**config.mk**
```make
export PLATFORM = sky130hd
export DESIGN_NAME = i2c_arb_guard
export DESIGN_NICKNAME = d
export VERILOG_FILES = /design/src/rtl/i2c_arb_pkg.sv /design/src/rtl/i2c_step_timer.sv /design/src/rtl/i2c_line_plan.sv /design/src/rtl/i2c_bus_watch.sv /design/src/rtl/i2c_arb_guard.sv
export SDC_FILE = /design/constraint.sdc
export NUM_CORES = 1
export LEC_CHECK = 0
export BUFFER_PORTS_ARGS = -buffer_cell sky130_fd_sc_hd__buf_2
export CAP_MARGIN = 20
export CORE_AREA = 10 10 86 88
export CTS_BUF_LIST = sky130_fd_sc_hd__clkbuf_4 sky130_fd_sc_hd__clkbuf_8 sky130_fd_sc_hd__clkbuf_16
export CTS_CLUSTER_DIAMETER = 200
export DETAILED_ROUTE_END_ITERATION = 8
export DIE_AREA = 0 0 96 98
export PLACE_DENSITY = 0.6
export SYNTH_ARGS = -nofsm -noshare
export SYNTH_HDL_FRONTEND = slang
export SYNTH_SLANG_ARGS = --single-unit
```
**constraint.sdc**
```tcl
create_clock -name clk_i -period 2.8 [get_ports clk_i]
set_input_delay 0.84 -clock clk_i [delete_from_list [all_inputs] [get_ports clk_i]]
set_output_delay 0.84 -clock clk_i [all_outputs]
set_load 0.01 [all_outputs]
```
**src/rtl/i2c_arb_pkg.sv**
```systemverilog
package i2c_arb_pkg;
  typedef enum logic [2:0] {
    OP_IDLE,
    OP_START,
    OP_RSTART,
    OP_STOP,
    OP_ACK,
    OP_BYTE
  } op_e;

  localparam int unsigned REQ_W = 4;
  localparam int unsigned REQ_START  = 0;
  localparam int unsigned REQ_RSTART = 1;
  localparam int unsigned REQ_STOP   = 2;
  localparam int unsigned REQ_ACK    = 3;
endpackage

```
**src/rtl/i2c_step_timer.sv**
```systemverilog
module i2c_step_timer #(
  parameter int unsigned HALF_CYC = 4,
  parameter int unsigned SW       = 4
) (
  input  logic          clk_i,
  input  logic          rst_ni,
  input  logic          run_i,
  output logic [SW-1:0] step_o,
  output logic          first_o,
  output logic          end_o
);
  localparam int unsigned CW = (HALF_CYC > 2) ? $clog2(HALF_CYC) : 1;
  localparam logic [CW-1:0] CNT_LAST = CW'(HALF_CYC - 1);

  logic [CW-1:0] cnt_q;
  logic [SW-1:0] step_q;

  always_ff @(posedge clk_i or negedge rst_ni) begin
    if (!rst_ni) begin
      cnt_q  <= '0;
      step_q <= '0;
    end else if (!run_i) begin
      cnt_q  <= '0;
      step_q <= '0;
    end else if (cnt_q == CNT_LAST) begin
      cnt_q  <= '0;
      step_q <= step_q + 1'b1;
    end else begin
      cnt_q <= cnt_q + 1'b1;
    end
  end

  assign step_o  = step_q;
  assign first_o = run_i && (cnt_q == '0);
  assign end_o   = run_i && (cnt_q == CNT_LAST);
endmodule

```
**src/rtl/i2c_line_plan.sv**
```systemverilog
// Per-step line levels and compare points for each sequence
module i2c_line_plan
  import i2c_arb_pkg::*;
#(
  parameter int unsigned DATA_W = 8,
  parameter int unsigned SW     = 4
) (
  input  op_e               op_i,
  input  logic [SW-1:0]     step_i,
  input  logic [DATA_W-1:0] data_i,
  input  logic              ack_bit_i,
  output logic              scl_low_o,
  output logic              sda_low_o,
  output logic              chk_o,
  output logic              last_o
);
  localparam int unsigned BYTE_STEPS = 2 * DATA_W;

  logic              cur_bit;
  logic [SW-2:0]     bit_idx;

  assign bit_idx = step_i[SW-1:1];
  assign cur_bit = data_i[DATA_W-1-int'(bit_idx)];

  always_comb begin
    scl_low_o = 1'b0;
    sda_low_o = 1'b0;
    chk_o     = 1'b0;
    last_o    = 1'b0;
    unique case (op_i)
      OP_START: begin
        last_o = (step_i == SW'(2));
        unique case (step_i)
          SW'(0):  chk_o = 1'b1;
          SW'(1):  sda_low_o = 1'b1;
          default: begin scl_low_o = 1'b1; sda_low_o = 1'b1; end
        endcase
      end
      OP_RSTART: begin
        last_o = (step_i == SW'(3));
        unique case (step_i)
          SW'(0):  scl_low_o = 1'b1;
          SW'(1):  chk_o = 1'b1;
          SW'(2):  sda_low_o = 1'b1;
          default: begin scl_low_o = 1'b1; sda_low_o = 1'b1; end
        endcase
      end
      OP_STOP: begin
        last_o = (step_i == SW'(2));
        unique case (step_i)
          SW'(0):  begin scl_low_o = 1'b1; sda_low_o = 1'b1; end
          SW'(1):  sda_low_o = 1'b1;
          default: chk_o = 1'b1;
        endcase
      end
      OP_ACK: begin
        last_o    = (step_i == SW'(1));
        sda_low_o = !ack_bit_i;
        scl_low_o = (step_i == SW'(0));
        chk_o     = (step_i == SW'(1)) && ack_bit_i;
      end
      OP_BYTE: begin
        last_o    = (step_i == SW'(BYTE_STEPS - 1));
        scl_low_o = !step_i[0];
        sda_low_o = !cur_bit;
        chk_o     = step_i[0] && cur_bit;
      end
      default: ;
    endcase
  end
endmodule

```
**src/rtl/i2c_bus_watch.sv**
```systemverilog
// Start/stop condition detector with S/P status
module i2c_bus_watch (
  input  logic clk_i,
  input  logic rst_ni,
  input  logic scl_i,
  input  logic sda_i,
  output logic start_det_o,
  output logic stop_det_o,
  output logic s_o,
  output logic p_o
);
  logic scl_q, sda_q, s_q, p_q;

  // require SCL high on both samples so simultaneous line changes are not events
  assign start_det_o = scl_i && scl_q && sda_q && !sda_i;
  assign stop_det_o  = scl_i && scl_q && !sda_q && sda_i;

  always_ff @(posedge clk_i or negedge rst_ni) begin
    if (!rst_ni) begin
      scl_q <= 1'b1;
      sda_q <= 1'b1;
      s_q   <= 1'b0;
      p_q   <= 1'b0;
    end else begin
      scl_q <= scl_i;
      sda_q <= sda_i;
      if (start_det_o) begin
        s_q <= 1'b1;
        p_q <= 1'b0;
      end else if (stop_det_o) begin
        s_q <= 1'b0;
        p_q <= 1'b1;
      end
    end
  end

  assign s_o = s_q;
  assign p_o = p_q;
endmodule

```
**src/rtl/i2c_arb_guard.sv**
```systemverilog
module i2c_arb_guard
  import i2c_arb_pkg::*;
#(
  parameter int unsigned DATA_W   = 8,
  parameter int unsigned HALF_CYC = 4
) (
  input  logic              clk_i,
  input  logic              rst_ni,
  input  logic              wr_i,
  input  logic [DATA_W-1:0] wr_data_i,
  input  logic              start_req_i,
  input  logic              rstart_req_i,
  input  logic              stop_req_i,
  input  logic              ack_req_i,
  input  logic              ack_bit_i,
  input  logic              irq_clr_i,
  input  logic              scl_i,
  input  logic              sda_i,
  output logic              scl_oe_o,
  output logic              sda_oe_o,
  output logic              bf_o,
  output logic [3:0]        req_o,
  output logic              s_o,
  output logic              p_o,
  output logic              irq_o
);
  localparam int unsigned SW = $clog2(2 * DATA_W);

  op_e               op_q, nxt_op;
  logic [DATA_W-1:0] buf_q;
  logic              bf_q, own_q, irq_q, ack_q;
  logic [REQ_W-1:0]  req_q, req_set, req_done;

  logic [SW-1:0] step;
  logic          step_first, step_end;
  logic          plan_scl_low, plan_sda_low, plan_chk, plan_last;
  logic          start_det, stop_det, s_flag, p_flag;
  logic          chk_fail, start_refused, conflict, op_done, op_act;

  assign op_act = (op_q != OP_IDLE);

  i2c_step_timer #(.HALF_CYC(HALF_CYC), .SW(SW)) u_tmr (
    .clk_i   (clk_i),
    .rst_ni  (rst_ni),
    .run_i   (op_act),
    .step_o  (step),
    .first_o (step_first),
    .end_o   (step_end)
  );

  i2c_line_plan #(.DATA_W(DATA_W), .SW(SW)) u_plan (
    .op_i      (op_q),
    .step_i    (step),
    .data_i    (buf_q),
    .ack_bit_i (ack_q),
    .scl_low_o (plan_scl_low),
    .sda_low_o (plan_sda_low),
    .chk_o     (plan_chk),
    .last_o    (plan_last)
  );

  i2c_bus_watch u_watch (
    .clk_i       (clk_i),
    .rst_ni      (rst_ni),
    .scl_i       (scl_i),
    .sda_i       (sda_i),
    .start_det_o (start_det),
    .stop_det_o  (stop_det),
    .s_o         (s_flag),
    .p_o         (p_flag)
  );

  // released-high bit read back low at the compare point
  assign chk_fail      = op_act && step_first && plan_chk && scl_i && !sda_i;
  assign start_refused = start_req_i && s_flag && !p_flag;
  assign conflict      = chk_fail || start_refused;
  assign op_done       = op_act && step_end && plan_last && !chk_fail;

  assign req_set = {ack_req_i, stop_req_i, rstart_req_i, start_req_i};

  always_comb begin
    req_done = '0;
    if (op_done) begin
      unique case (op_q)
        OP_START:  req_done[REQ_START]  = 1'b1;
        OP_RSTART: req_done[REQ_RSTART] = 1'b1;
        OP_STOP:   req_done[REQ_STOP]   = 1'b1;
        OP_ACK:    req_done[REQ_ACK]    = 1'b1;
        default: ;
      endcase
    end
  end

  always_comb begin
    if (req_q[REQ_START])       nxt_op = OP_START;
    else if (req_q[REQ_RSTART]) nxt_op = OP_RSTART;
    else if (req_q[REQ_STOP])   nxt_op = OP_STOP;
    else if (req_q[REQ_ACK])    nxt_op = OP_ACK;
    else if (bf_q)              nxt_op = OP_BYTE;
    else                        nxt_op = OP_IDLE;
  end

  always_ff @(posedge clk_i or negedge rst_ni) begin
    if (!rst_ni) begin
      op_q  <= OP_IDLE;
      req_q <= '0;
      bf_q  <= 1'b0;
      buf_q <= '0;
      own_q <= 1'b0;
      ack_q <= 1'b0;
    end else if (conflict) begin
      op_q  <= OP_IDLE;
      req_q <= '0;
      bf_q  <= 1'b0;
      own_q <= 1'b0;
    end else begin
      req_q <= (req_q & ~req_done) | req_set;
      if (ack_req_i) ack_q <= ack_bit_i;
      if (wr_i && !bf_q) begin
        buf_q <= wr_data_i;
        bf_q  <= 1'b1;
      end
      if (!op_act) begin
        op_q <= nxt_op;
      end else if (op_done) begin
        op_q  <= OP_IDLE;
        own_q <= (op_q != OP_STOP);
        if (op_q == OP_BYTE) bf_q <= 1'b0;
      end
    end
  end

  always_ff @(posedge clk_i or negedge rst_ni) begin
    if (!rst_ni)                   irq_q <= 1'b0;
    else if (conflict || stop_det) irq_q <= 1'b1;
    else if (irq_clr_i)            irq_q <= 1'b0;
  end

  assign scl_oe_o = op_act ? plan_scl_low : own_q;
  assign sda_oe_o = op_act ? plan_sda_low : own_q;
  assign bf_o     = bf_q;
  assign req_o    = req_q;
  assign s_o      = s_flag;
  assign p_o      = p_flag;
  assign irq_o    = irq_q;

  logic unused_ok;
  assign unused_ok = start_det;
endmodule

```
==> summary.txt <==
Status
  • Run status: finished clean

STA
  • Final hold slack: between 400 and 500 ps
  • Slew Limit Headroom: 0.567
  • RSZ-0062 raised after global routing: false
  • Hold Violations, Final: 0
  • Actual slew at the worst max-slew pin: 650 ps
  • Final min period: about 2700 ps
  • Setup TNS: 0 ps
  • Max Fclk: between 300 and 400 MHz
  • Final setup viols: 0
  • Tcrit/Tclk final: 0.947
  • Slew Limit Fails: 0
  • Clock Skews: between 10 and 15 ps

Power
  • Peak VDD IR: 0.316 mV
  • Leak pwr: around 0.87 nW
  • PwrDens: around 820 nW/um2

Floorplanning
  • CORE AREA: 5750 um2
  • Die area: between 9000 and 10,000 um2
  • Die height: ~100 um
  • Die width: ~96 um
  • Starting Density: 0.311
  • I/O pins: 29
  • Site Rows: 28

Logic synthesis
  • Syn_nets: 202
  • Synth Cell Area: between 1500 and 2000 um2
  • Yosys top cell area share: 0.378
  • Cell with the most instances after synthesis: dfrtp_1
  • Async set-reset flop share out of synthesis: 1.00
  • Sequential area share after synthesis: 0.408
  • #FFs+latches synth: 29
  • Top post-synthesis cells by area: dfrtp_1, mux2_2, ha_1
  • Synthesized area per cell: around 10 um2
  • Synth top cells by count: dfrtp_1, nor2_1, nand2_1, a21oi_1, o21ai_0
  • Post-synth top area cell: dfrtp_1
  • Yosys warnings: 0
  • Post-synth EDFFs: 0
  • Top_reg_cell synth: dfrtp_1
  • Cell count after synthesis: 177
  • Netlist cell types: 52

Clock network
  • Clock tree buffer depth: 2
  • CTS Sinks: 29
  • Post-CTS setup buffer count: 0
  • Clock-pin transition on the worst setup and hold timing paths: 70 ps
  • Worst-skew pair later-pin latency: 290 ps
  • CTS Hold Bufs: 0
  • CTS Buf Count: 5
  • H-tree Lvls: 2
  • TritonCTS clock tree: built
  • Root buffer cell: clkbuf_8

Worst setup path
  • Crit Path Category: flop to output port
  • Worst Setup SP: op_q[0]
  • Critical path peak fanout: 16
  • CP peak stage delay: between 600 and 700 ps
  • Crit-path slowest cell: dfrtp_1
  • Worst R2R Start: u_tmr.step_o[1]
  • Crit. End Element: output port
  • Worst path arrival time: between 1500 and 2000 ps
  • WP data required: just under 2000 ps
  • Cell breakdown of the critical path: nor2b_1, nand2b_1, o22a_1, o221ai_1, buf_2
  • Startpoint types: flop

Global routing
  • First-pass GRT wire length: between 7 and 8 mm
  • Total gr overflow: 0
  • Vias in the first global route: between 1,000 and 1,500
  • Tot GR Track Use: 0.0988
  • Pin count of the biggest net entering global routing: 30
  • Initial antenna violation count: 0

Route
  • Detail Route Antenna Nets: 0
  • Vias: 1,394
  • DRT iter0 DRCs: 86
  • Avg WL per Cell: approximately 15 um
  • Vias per cell: about 5
  • Drc violations: 0
  • Initial DRT Pass Iterations: 4
  • Routed wire length: between 4 and 5 mm

Placed design
  • Input/output buffers: 28
  • Post-Place Cell Area: between 1500 and 2000 um2
  • Inst Count DP: roughly 270
  • Dpl hpwl: between 3 and 4 mm
  • Routability cong.: roughly 0.84

Cells and area
  • Layout area overhead: 15.5%
  • Nets: 229
  • # diodes: 0
  • Final Cell Area: just over 2000 um2
  • Finished Layout Cells: 280
  • Ratio of cells with drive above 1 in the final layout: 0.317

Hold path
  • Hold crit path type: flop to flop
  • Min-delay src: u_tmr.cnt_q[0]

Run
  • MaxCap Viol Count: 0
## area by class of cell
| class | instances | area (um2) |
|---|---|---|
| Fill cell | 620 | 3680 |
| Multi-Input combinational cell | 129 | 962 |
| Sequential cell | 29 | 729 |
| Timing Repair Buffer | 30 | 155 |
| Tap cell | 75 | 93.8 |
| Clock buffer | 7 | 83.8 |
| Inverter | 9 | 33.8 |
| Clock inverter | 1 | 5.00 |
## through the flow
| step | worst slack, ps | util | power [mW] |
|---|---|---|---|
| global route | 17.5 | 0.359 | 1.83 |
| CTS | 60.6 | 0.358 | 1.71 |
| floorplan | 437 | - | 1.16 |
| detailed placement | 255 | 0.343 | 1.35 |
| global placement | 262 | 0.343 | 1.33 |
| finish | 147 | 0.359 | 1.69 |
## sequential cells by signal (all words and copies together) (netlist names)
name,flops
u_tmr.cnt_q,2
bf_o,1
irq_o,1
buf_q,8
u_watch.s_o,1
u_watch.p_o,1
op_q,3
ack_q,1
u_watch.scl_q,1
own_q,1
u_tmr.step_o,4
u_watch.sda_q,1
req_o,4
## kinds of logic (layout without fill, tap and decap cells)
kind of cell,after synthesis,after routing,synth area share
fa+ha+maj,6,6,0.0420
buf+inv,19,47,0.0553
simple gates,63,63,0.204
mux,16,16,0.0959
compound gates,41,41,0.181
xor+xnor,3,3,0.0147
flops,29,29,0.408
## worst paths after layout
path                                   end  slack, ps  depth (start not counted)
max                               scl_oe_o        150                          5
min                         u_tmr.cnt_q[0]        470                          1
max reg2reg                       buf_q[4]        330                          7
min reg2reg                 u_tmr.cnt_q[0]        470                          1
max in group asynchronous  u_tmr.step_o[1]       1760                          1
min in group asynchronous         buf_q[2]        580                          1
## layer usage
layer | track usage | up-vias | wire, um
met5 | 0 | - | 0
met4 | 0.0443 | 0 | 98
met3 | 0.0314 | 9 | 187
met2 | 0.156 | 29 | 2130
met1 | 0.118 | 660 | 1850
li1 | - | 696 | -
## worst max-delay path: cells and delay by family, from the launching register on
kind / cells / cell delay [ps]
flip-flops: 1 / 640
AND/OR/NAND/NOR: 2 / 350
buffers and inverters: 1 / 180
AO/OA/AOI/OAI: 2 / 360
## power by group
group | switching [mW] | internal, mW
Combinational | 0.349 | 0.310
Clock | 0.158 | 0.193
Sequential | 0.151 | 0.527
## layout by cell type, fill, tap and decap left out, types with 2 or more instances in the layout
cell type,count
buf_2,28
dfrtp_1,26
nor2_1,17
nand2_1,12
a21oi_1,10
inv_1,9
o21ai_0,9
mux2_2,9
nor3_1,8
mux2i_1,7
a211oi_1,5
ha_1,5
clkbuf_8,5
nand3b_1,4
a2111o_1,2
a32o_1,2
nand3_1,2
nor2b_1,2
a2111oi_2,2
xor2_1,2
clkbuf_4,2
buf_4,2
dfstp_2,2
## what timing repair did
item | CTS | global route
endpoints found under the hold margin | 0 | 0
endpoints found under the setup margin | 0 | 2
resized for setup | 0 | 3
Note: power is estimated with default switching activity, not from simulation.
